## src/rtl/sdclk_pkg.sv

```systemverilog
// Shared types for the SD card clock rate divider.
package sdclk_pkg;
    // Sequencing states of the top-level control.
    typedef enum logic [1:0] {
        CTL_IDLE,
        CTL_SEARCH,
        CTL_QUOT,
        CTL_FORCE
    } ctl_state_t;
endpackage

```

## src/rtl/sdclk_search.sv

```systemverilog
// Two-stage divider search: power-of-two prescaler, then linear divider.
// Each cycle makes one multiply-compare, which is equivalent to the
// floor-division test. Assumes host and req stay stable while searching.
module sdclk_search #(
    parameter int RATE_W  = 32,
    parameter int PRE_MAX = 256,
    parameter int DIV_MAX = 16,
    localparam int PRE_W  = $clog2(PRE_MAX) + 1,
    localparam int DIV_W  = $clog2(DIV_MAX) + 1
) (
    input  logic              clk,
    input  logic              rst_n,
    input  logic              go,
    input  logic [RATE_W-1:0] host,
    input  logic [RATE_W-1:0] req,
    input  logic [PRE_W-1:0]  pre_init,
    output logic              fin,
    output logic [PRE_W-1:0]  pre,
    output logic [DIV_W-1:0]  div
);
    localparam int PW = RATE_W + 1 + PRE_W + DIV_W;

    typedef enum logic [1:0] {S_IDLE, S_PRE, S_DIV} phase_t;
    phase_t phase;

    logic [PW-1:0] host_x, req_x, pre_lim, div_lim;

    // floor(h/(16p)) > r  <=>  h >= (r+1)*16*p ; same form for the divider
    assign host_x  = PW'(host);
    assign req_x   = PW'(req) + PW'(1);
    assign pre_lim = req_x * PW'(DIV_MAX) * PW'(pre);
    assign div_lim = req_x * PW'(pre) * PW'(div);

    // Step the search one comparison per cycle.
    always_ff @(posedge clk) begin
        if (!rst_n) begin
            phase <= S_IDLE;
            fin   <= 1'b0;
            pre   <= '0;
            div   <= '0;
        end else begin
            fin <= 1'b0;
            case (phase)
                S_IDLE: if (go) begin
                    pre   <= pre_init;
                    div   <= DIV_W'(1);
                    phase <= S_PRE;
                end
                S_PRE: begin
                    if (pre < PRE_W'(PRE_MAX) && host_x >= pre_lim) begin
                        pre <= pre << 1;
                    end else begin
                        div   <= DIV_W'(1);
                        phase <= S_DIV;
                    end
                end
                S_DIV: begin
                    if (div < DIV_W'(DIV_MAX) && host_x >= div_lim) begin
                        div <= div + DIV_W'(1);
                    end else begin
                        fin   <= 1'b1;
                        phase <= S_IDLE;
                    end
                end
                default: phase <= S_IDLE;
            endcase
        end
    end
endmodule

```

## src/rtl/sdclk_quotient.sv

```systemverilog
// Serial restoring divider: one quotient bit per cycle, NUM_W cycles.
// Latches the divisor on go; assumes the divisor is non-zero.
module sdclk_quotient #(
    parameter int NUM_W = 32,
    parameter int DEN_W = 13,
    localparam int CNT_W = $clog2(NUM_W + 1)
) (
    input  logic             clk,
    input  logic             rst_n,
    input  logic             go,
    input  logic [NUM_W-1:0] num,
    input  logic [DEN_W-1:0] den,
    output logic             fin,
    output logic [NUM_W-1:0] quo
);
    logic [DEN_W-1:0] rem, den_q;
    logic [DEN_W:0]   rem_sh;
    logic [CNT_W-1:0] cnt;
    logic             active;

    assign rem_sh = {rem, quo[NUM_W-1]};

    // Shift in one dividend bit and subtract when the divisor fits.
    always_ff @(posedge clk) begin
        if (!rst_n) begin
            rem    <= '0;
            den_q  <= '0;
            quo    <= '0;
            cnt    <= '0;
            active <= 1'b0;
            fin    <= 1'b0;
        end else begin
            fin <= 1'b0;
            if (go && !active) begin
                rem    <= '0;
                den_q  <= den;
                quo    <= num;
                cnt    <= CNT_W'(NUM_W);
                active <= 1'b1;
            end else if (active) begin
                if (rem_sh >= {1'b0, den_q}) begin
                    rem <= DEN_W'(rem_sh - {1'b0, den_q});
                    quo <= {quo[NUM_W-2:0], 1'b1};
                end else begin
                    rem <= rem_sh[DEN_W-1:0];
                    quo <= {quo[NUM_W-2:0], 1'b0};
                end
                cnt <= cnt - CNT_W'(1);
                if (cnt == CNT_W'(1)) begin
                    active <= 1'b0;
                    fin    <= 1'b1;
                end
            end
        end
    end
endmodule

```

## src/rtl/sdclk_enable_gen.sv

```systemverilog
// Card clock enable: one pulse every 'period' cycles while run is high.
// Assumes period only changes while run is low.
module sdclk_enable_gen #(
    parameter int PER_W = 13
) (
    input  logic             clk,
    input  logic             rst_n,
    input  logic             run,
    input  logic [PER_W-1:0] period,
    output logic             en
);
    logic [PER_W-1:0] cnt;

    // Count host cycles and pulse at the end of each period.
    always_ff @(posedge clk) begin
        if (!rst_n || !run) begin
            cnt <= '0;
            en  <= 1'b0;
        end else if (cnt >= period - PER_W'(1)) begin
            cnt <= '0;
            en  <= 1'b1;
        end else begin
            cnt <= cnt + PER_W'(1);
            en  <= 1'b0;
        end
    end
endmodule

```

## src/rtl/sdclk_rate_divider.sv

```systemverilog
// SD card clock rate divider top: accepts a request, runs the divider
// search and rate quotient, then applies the fields, re-enables the
// clock and (on the enhanced variant) forces the card clock on.
module sdclk_rate_divider
    import sdclk_pkg::*;
#(
    parameter int RATE_W  = 32,
    parameter int PRE_MAX = 256,
    parameter int DIV_MAX = 16,
    localparam int PRE_W  = $clog2(PRE_MAX) + 1,
    localparam int DIV_W  = $clog2(DIV_MAX) + 1,
    localparam int PER_W  = PRE_W + DIV_W - 1
) (
    input  logic              clk,
    input  logic              rst_n,
    input  logic              start,
    input  logic [RATE_W-1:0] host_rate,
    input  logic [RATE_W-1:0] req_rate,
    input  logic              ddr_mode,
    input  logic              enh_variant,
    output logic              busy,
    output logic              done,
    output logic [RATE_W-1:0] actual_rate,
    output logic [PRE_W-2:0]  pre_field,
    output logic [DIV_W-2:0]  div_field,
    output logic              clk_gates_on,
    output logic              force_clk_on,
    output logic              card_clk_en
);
    ctl_state_t        state;
    logic [RATE_W-1:0] host_q, req_q;
    logic              ddr_q, enh_q;
    logic              srch_go, srch_fin, quot_go, quot_fin;
    logic [PRE_W-1:0]  srch_pre, pre_init;
    logic [DIV_W-1:0]  srch_div;
    logic [RATE_W-1:0] quot;
    logic [PER_W-1:0]  applied_period;

    assign busy     = (state != CTL_IDLE);
    assign srch_go  = start && (state == CTL_IDLE) && (req_rate != '0);
    assign quot_go  = (state == CTL_SEARCH) && srch_fin;
    assign pre_init = (enh_variant && !ddr_mode) ? PRE_W'(1) : PRE_W'(2);

    sdclk_search #(.RATE_W(RATE_W), .PRE_MAX(PRE_MAX), .DIV_MAX(DIV_MAX)) u_search (
        .clk(clk), .rst_n(rst_n), .go(srch_go), .host(host_q), .req(req_q),
        .pre_init(pre_init), .fin(srch_fin), .pre(srch_pre), .div(srch_div)
    );

    sdclk_quotient #(.NUM_W(RATE_W), .DEN_W(PER_W)) u_quot (
        .clk(clk), .rst_n(rst_n), .go(quot_go), .num(host_q),
        .den(PER_W'(srch_pre) * PER_W'(srch_div)), .fin(quot_fin), .quo(quot)
    );

    sdclk_enable_gen #(.PER_W(PER_W)) u_en (
        .clk(clk), .rst_n(rst_n), .run(clk_gates_on),
        .period(applied_period), .en(card_clk_en)
    );

    // Sequence a request through search, quotient, apply and force-on.
    always_ff @(posedge clk) begin
        if (!rst_n) begin
            state          <= CTL_IDLE;
            host_q         <= '0;
            req_q          <= '0;
            ddr_q          <= 1'b0;
            enh_q          <= 1'b0;
            done           <= 1'b0;
            actual_rate    <= '0;
            pre_field      <= '0;
            div_field      <= '0;
            clk_gates_on   <= 1'b0;
            force_clk_on   <= 1'b0;
            applied_period <= PER_W'(1);
        end else begin
            done <= 1'b0;
            case (state)
                CTL_IDLE: if (start) begin
                    clk_gates_on <= 1'b0;
                    if (req_rate == '0) begin
                        actual_rate  <= '0;
                        force_clk_on <= 1'b0;
                        done         <= 1'b1;
                    end else begin
                        host_q <= host_rate;
                        req_q  <= req_rate;
                        ddr_q  <= ddr_mode;
                        enh_q  <= enh_variant;
                        state  <= CTL_SEARCH;
                    end
                end
                CTL_SEARCH: if (srch_fin) state <= CTL_QUOT;
                CTL_QUOT: if (quot_fin) begin
                    actual_rate    <= quot;
                    pre_field      <= ddr_q ? (PRE_W-1)'(srch_pre >> 2)
                                            : (PRE_W-1)'(srch_pre >> 1);
                    div_field      <= (DIV_W-1)'(srch_div - DIV_W'(1));
                    applied_period <= PER_W'(srch_pre) * PER_W'(srch_div);
                    clk_gates_on   <= 1'b1;
                    state          <= CTL_FORCE;
                end
                CTL_FORCE: begin
                    force_clk_on <= enh_q;
                    done         <= 1'b1;
                    state        <= CTL_IDLE;
                end
                default: state <= CTL_IDLE;
            endcase
        end
    end
endmodule

```

## config.mk

```make
export PLATFORM = sky130hd
export DESIGN_NAME = sdclk_rate_divider
export DESIGN_NICKNAME = d
export VERILOG_FILES = /design/src/rtl/sdclk_pkg.sv /design/src/rtl/sdclk_search.sv /design/src/rtl/sdclk_quotient.sv /design/src/rtl/sdclk_enable_gen.sv /design/src/rtl/sdclk_rate_divider.sv
export SDC_FILE = /design/constraint.sdc
export NUM_CORES = 2
export LEC_CHECK = 0
export BUFFER_PORTS_ARGS = -buffer_cell sky130_fd_sc_hd__buf_2
export CORE_UTILIZATION = 25
export CTS_CLUSTER_SIZE = 40
export DETAILED_ROUTE_END_ITERATION = 7
export GPL_ROUTABILITY_DRIVEN = 0
export HOLD_SLACK_MARGIN = 0.06
export SLEW_MARGIN = 20
export SYNTH_ARGS = -nofsm -noshare
export SYNTH_HDL_FRONTEND = slang
export SYNTH_SLANG_ARGS = --single-unit
export TNS_END_PERCENT = 30
```

## constraint.sdc

```tcl
create_clock -name clk -period 13.65 [get_ports clk]
set_clock_uncertainty 0.15 [all_clocks]
set_input_delay 0.6825 -clock clk [delete_from_list [all_inputs] [get_ports clk]]
set_output_delay 0.6825 -clock clk [all_outputs]
set_load 0.01 [all_outputs]
```

Word level (Yosys, flattened, before mapping)
Cells that the tools add are included.
{"block": "word_totals", "ff_bits": 225, "inputBits": 69, "elab_cells": 139}
{"block": "op_classes", "addsub": 7, "multipliers": 4, "magnitude_cmp": 6, "eq_ne": 16, "muxes": 43, "bitwise": 3, "n_reduce_logical": 35}
{"operator": "$mux W32", "count": 5}
{"operator": "$ge A32 B47 Y1", "count": 2}
{"operator": "$pmux W32 S2", "count": 1}
{"operator": "$mul A47 B5 Y47", "count": 1}
{"operator": "$mul A47 B9 Y47", "count": 1}
{"operator": "$mul A43 B9 Y43", "count": 1}
{"operator": "$add A32 B1 Y33 const B", "count": 1}
{"operator": "$logic_not A32 Y1", "count": 1}
{"operator": "$reduce_bool A32 Y1", "count": 1}
{"operator": "$mux W9", "count": 2}
{"operator": "$pmux W9 S2", "count": 1}
{"operator": "$mux W2", "count": 8}
{"operator": "$mux W5", "count": 3}
{"operator": "$pmux W5 S3", "count": 1}
{"operator": "$reduce_and A3 Y1", "count": 5}
{"operator": "$ge A14 B13 Y1", "count": 1}
{"operator": "$add A13 B1 Y13 const B", "count": 1}
{"operator": "$ge A13 B13 Y1", "count": 1}
{"operator": "$mul A9 B5 Y13", "count": 1}
{"operator": "$mux W1", "count": 13}
{"operator": "$mux W13", "count": 1}
{"operator": "$sub A13 B1 Y13 const B", "count": 1}
{"operator": "$sub A13 B13 Y13", "count": 1}
{"operator": "$mux W6", "count": 2}
{"operator": "25 further kinds", "count": 58}

Logic depth before layout (Yosys ltp)
{"block": "depth", "depth_word": 7, "depth_mapped": 52, "mapped_depth_nobuf": 52}

Hierarchy
Synthesis repeated with hierarchy kept, for this count alone.
{"block": "unflattened", "hier_cells": 3481, "hier_area_um2": 29968.7}
{"module": "sdclk_search", "instances": 1, "cells_per_inst": 2282, "area_each_um2": 18674.2, "seq_area_each_um2": 340.3}
{"module": "sdclk_rate_divider", "instances": 1, "cells_per_inst": 655, "area_each_um2": 6454.9, "seq_area_each_um2": 2562.5}
{"module": "sdclk_quotient", "instances": 1, "cells_per_inst": 418, "area_each_um2": 3649.8, "seq_area_each_um2": 1321.3}
{"module": "sdclk_enable_gen", "instances": 1, "cells_per_inst": 126, "area_each_um2": 1189.9, "seq_area_each_um2": 280.3}

Worst setup path before layout
Ideal clock, no wire load.
{"block": "synth_path", "path_kind": "register to register", "startpoint": "register req_q[0]", "endpoint": "register u_search.div[2]", "arrival_time_ns": 11.176, "required_ns": 13.378, "slack_ns": 2.202, "stages_incl_launch_ff": 51, "n_path_buf": 0, "period_less_slack_ns": 11.448, "cell_sequence": "dfxtp_1 -> ha_1 -> nand3_1 -> or3_1 -> xnor2_1 -> nand2_1 -> fa_1 -> inv_1 -> fa_1 -> fa_1 -> inv_1 -> fa_1 -> inv_1 -> ha_1 -> a21oi_1 -> o21ai_0 -> a21oi_1 -> o21ai_0 -> [... 15 more ...] -> o21ai_0 -> a21o_1 -> a21o_1 -> a31oi_1 -> xnor2_1 -> ha_1 -> nand4_1 -> nor3_1 -> a21oi_1 -> o31ai_1 -> a21oi_1 -> o21ai_0 -> nand4_1 -> a2111oi_2 -> nand4_1 -> nor3_4 -> o21ai_1 -> o311a_1"}
{"block": "synth_between", "elab_chain_len": 7, "elab_cells_between_ends": 11, "classes_between": "1 x add/sub; 3 x mul; 2 x order compare; 2 x eq/ne; 3 x reduce/logical"}
{"element": "start: declaration", "line": "sdclk_rate_divider.sv:31", "text": "logic [RATE_W-1:0] host_q, req_q;"}
{"element": "start signal: assignment", "line": "sdclk_rate_divider.sv:85", "text": "req_q <= req_rate;"}
{"element": "$add A32 B1 Y33 *", "line": "sdclk_search.sv:30", "text": "assign req_x = PW'(req) + PW'(1);"}
{"element": "$mul A47 B9 Y47", "line": "sdclk_search.sv:32", "text": "assign div_lim = req_x * PW'(pre) * PW'(div);"}
{"element": "$mul A47 B5 Y47", "line": "sdclk_search.sv:32"}
{"element": "$ge A32 B47 Y1", "line": "sdclk_search.sv:58", "text": "if (div < DIV_W'(DIV_MAX) && host_x >= div_lim) begin"}
{"element": "$logic_and A1 B1 Y1", "line": "sdclk_search.sv:58"}
{"element": "$ne A2 B1 Y1 (no source line)"}
{"element": "$reduce_and A4 Y1 (no source line) *"}
{"element": "end signal: assignment", "line": "sdclk_search.sv:59", "text": "div <= div + DIV_W'(1);"}
{"element": "end: declaration", "line": "sdclk_search.sv:19", "text": "output logic [DIV_W-1:0] div"}
Every way passes the cells marked *; elsewhere a longest branch is shown, timed or not.
A chain may end at the register's enable or synchronous reset.

Worst setup path in the final report
{"block": "layout_path", "startpoint": "register req_q[1]", "endpoint": "register u_search.div[2]"}
The elaborated chain is that of the path after synthesis.

==> metrics.md <==
| Metric | Value |
|---|---|
| Antenna-violating nets left | 0 |
| Hold Crit Class | input port to flip-flop |
| Pwr dens | 72.7 mW/mm² |
| Grt ovf | 0 |
| Crit Reg-Reg Endpoint | u_search.div[2] |
| Failing checks | DRC |
| Synth async-reset ratio | 0% |
| Post-Syn Nets | 4278 |
| Hold Crit Start | req_rate[16] |
| Rel. slew slack | 31.0% |
| Mean routed wirelength per cell | 16.7 µm |
| Post-synthesis cell area | 0.0292 mm² |
| Psw | 993 µW |
| Fmax | 0.0776 GHz |
| Setup ws final | 0.762 ns |
| Nets | 4315 |
| Sequential Power Share | 33.4% |
| Hold Fails Final Rpt | 0 |
| Via count | 25237 |
| Largest family of logic cells by synthesized area | adder cells |
| First-pass GRT wire length | 137000 µm |
| P_leak | 14.8 nW |
| Final WL | 86500 µm |
| DRC Markers | 2 |
| Root Buffer | clkbuf_16 |
| Die area | 0.118 mm² |
| Sw frac | 42.2% |
| Worst VDD drop | 0.0730 mV |
| Core Box Area | 0.116 mm² |
| CTS H-tree depth | 1 |
| Hold depth | 3 |
| Hold EP | req_q[16] |
| Sequential area share after synthesis | 15.4% |
| Max-cap viol count | 0 |
| Final period util | 94.4% |
| Initial Util | 25.2% |
| GRT Total Usage | 14.5% |
| Synth Area in XOR/XNOR | 4.43% |
| Die H | 344 µm |
| Simple-Gate Fraction of Synth Area | 23.7% |
| Ant. Diodes | 0 |
| Std-Cell Rows | 125 |
| Via/cell ratio | 4.87 |
| Crit-path max cell delay | 0.59 ns |
| Slew Viols, Final | 0 |
| Post-DP HPWL | 68700 µm |
| Power share of the clock group | 28.8% |
| Crit Path Max Fanout | 13 |
| Crit Path Category | flip-flop to flip-flop |
| Clock Latency Late Sink | 0.57 ns |
| Worst Tran Pin Value | 1.03 ns |
| Post-synthesis compound-gate area fraction | 13.6% |
| Synth cell types | 94 |
| Mean Syn Cell Area | 8.10 µm² |
| Crit-path most repeated cell | fa_1 |
| Main synth FF type | dfxtp_1 |
| Most frequent cells in the layout | nand2_1 (542), fa_1 (364), inv_1 (350) |
| Vias in the first global route | 24811 |
| Combinational power share | 37.9% |
| Largest net degree at the start of global routing | 108 |
| Critical path's slowest cell | xnor2_1 |
| Hold WS | 0.210 ns |
| Kind of start point of the critical path | flip-flop |
| Cell Int Power | 1.36 mW |
| CTS tree | done |
| Final setup vio count | 0 |
| TritonRoute pass-1 iters | 8 |
| PortBufs | 117 |
| Die Wd | 344 µm |
| Outcome | finished, violations left |
| Multiplexer area fraction after synthesis | 0.655% |
| Number of flops mapped to enable cells by yosys | 0 |
| Clk buf depth | 3 |
| Number of DRC markers in iteration 0 | 1699 |
| Cells after Synth | 3609 |
| Reg2Reg Setup Slack | 0.76 ns |
| Area Overhead vs Synth | 10.6% |
| Initial antenna violation count | 2 |
| CTS buffer count | 25 |
| Fin crit period | 12.89 ns |
| Crit path required time | 13.96 ns |
| Critical Path AT | 13.20 ns |
| Crit end category | flip-flop |
| R2R Path Start | req_q[1] |
| Fraction of layout cells with a size suffix above 1 | 7.78% |
| R2R cell count | 40 |
| Yosys synthesis warning count | 0 |
| Commonest non-fill, non-tap cell in the layout | nand2_1 |
| #FFs+latches synth | 225 |
| Pre-CTS WS | 0.504 ns |
| Reg clk slew, reported paths | 0.07 ns |
| Post-synthesis adder-cell area fraction | 35.0% |
| Clock tree sinks | 225 |
| I/O Pins | 118 |
-- layout make-up --
cell class / instances / area [µm²]
multi-input cells: 2862 / 22800
flip-flops and latches: 225 / 4510
clock buffers: 31 / 678
inverters: 354 / 1330
well taps: 1524 / 1910
repair buffers: 178 / 1040
fillers: 12666 / 83700
clock inverters: 13 / 110
-- timing repair --
| action | in CTS | in global routing |
|---|---|---|
| endpoints found under the setup margin | 0 | 7 |
| setup buffers | 0 | 5 |
| hold buffers | 0 | 0 |
| gates resized for setup | 0 | 15 |
-- power by group through the flow --
stage	Combinational, mW	Clock, mW	Sequential, mW
6_report	0.891	0.676	0.784
2_1_floorplan	0.602	0	0.758
5_1_grt	0.987	0.722	0.791
4_1_cts	0.875	0.695	0.780
3_3_place_gp	0.865	0	0.795
3_5_place_dp	0.871	0	0.795
-- layer usage --
metal | vias to the layer above | wire length (µm) | track usage (%)
li1 | 11959 | - | -
met1 | 12392 | 40100 | 20.2
met5 | - | 13 | 0
met2 | 760 | 37900 | 22.5
met3 | 124 | 6340 | 3.30
met4 | 2 | 2150 | 3.42
-- state kept, by name (all words and copies together), names as in the netlist, 2 cells and up --
signal	cells
actual_rate	32
applied_period	13
div_field	4
host_q	32
pre_field	8
req_q	32
state	2
u_en.cnt	13
u_quot.cnt	6
u_quot.den_q	13
u_quot.quo	32
u_quot.rem	13
u_search.div	5
u_search.phase	2
u_search.pre	9
-- cells in the mapped netlist (18+ instances only) --
library cell / count / area [µm²]
nand2_1: 543 / 2040
fa_1: 364 / 7290
inv_1: 350 / 1310
a21oi_1: 312 / 1560
nor2_1: 289 / 1080
ha_1: 236 / 2950
dfxtp_1: 225 / 4500
and2_1: 200 / 1250
clkbuf_1: 135 / 507
nand3_1: 100 / 500
xnor2_1: 90 / 788
nor2b_1: 80 / 500
o21ai_0: 72 / 360
xor2_1: 56 / 490
and3_1: 54 / 338
a21o_1: 48 / 360
a211oi_1: 45 / 338
nor3_1: 43 / 215
nand4_1: 39 / 244
nand2b_1: 28 / 175
nor4_1: 21 / 131
a31oi_1: 20 / 125
mux2i_1: 18 / 180
-- worst max path at each step --
| stage | start | to | slack (ns) | depth (start not counted) |
|---|---|---|---|---|
| floorplan | req_q[0] | u_search.div[2] | 2.20 | 50 |
| global placement | req_q[1] | u_search.div[2] | 0.63 | 39 |
| detailed placement | req_q[1] | u_search.div[2] | 0.50 | 48 |
| CTS | req_q[1] | u_search.div[2] | 0.46 | 48 |
| global route | req_q[1] | u_search.div[2] | -0.01 | 49 |
| finish | req_q[1] | u_search.div[2] | 0.76 | 40 |
-- worst max-delay path, delay by kind of cell, from the launching register on --
family                   cells  cell delay (ns)
AO/OA/AOI/OAI               11             3.01
adder cells (fa/ha/maj)     10             4.63
AND/OR/NAND/NOR             13             3.24
buffers and inverters        3             0.15
XOR/XNOR                     3             1.23
flip-flops                   1             0.37
-- per-stage QoR --
| step | power (mW) | std cells | setup TNS, ns | utilization (%) | area, µm² |
|---|---|---|---|---|---|
| finish | 2.35 | 5187 | 0 | 27.9 | 32300 |
| global placement | 1.66 | 5138 | 0 | 27.1 | 31400 |
| floorplan | 1.36 | 3609 | 0 | - | 29200 |
| global route | 2.50 | 5187 | -0.0116 | 27.9 | 32300 |
| CTS | 2.35 | 5182 | 0 | 27.8 | 32200 |
| detailed placement | 1.67 | 5138 | 0 | 27.1 | 31400 |
-- logic make-up after synthesis --
family / after synthesis
DFF: 225
muxes: 19
adders and majority gates: 600
buffers and inverters: 522
xor gates and xnor gates: 147
and+or+nand+nor: 1451
AOI/OAI and AO/OA: 645
Power figures use the tool's default switching activity.
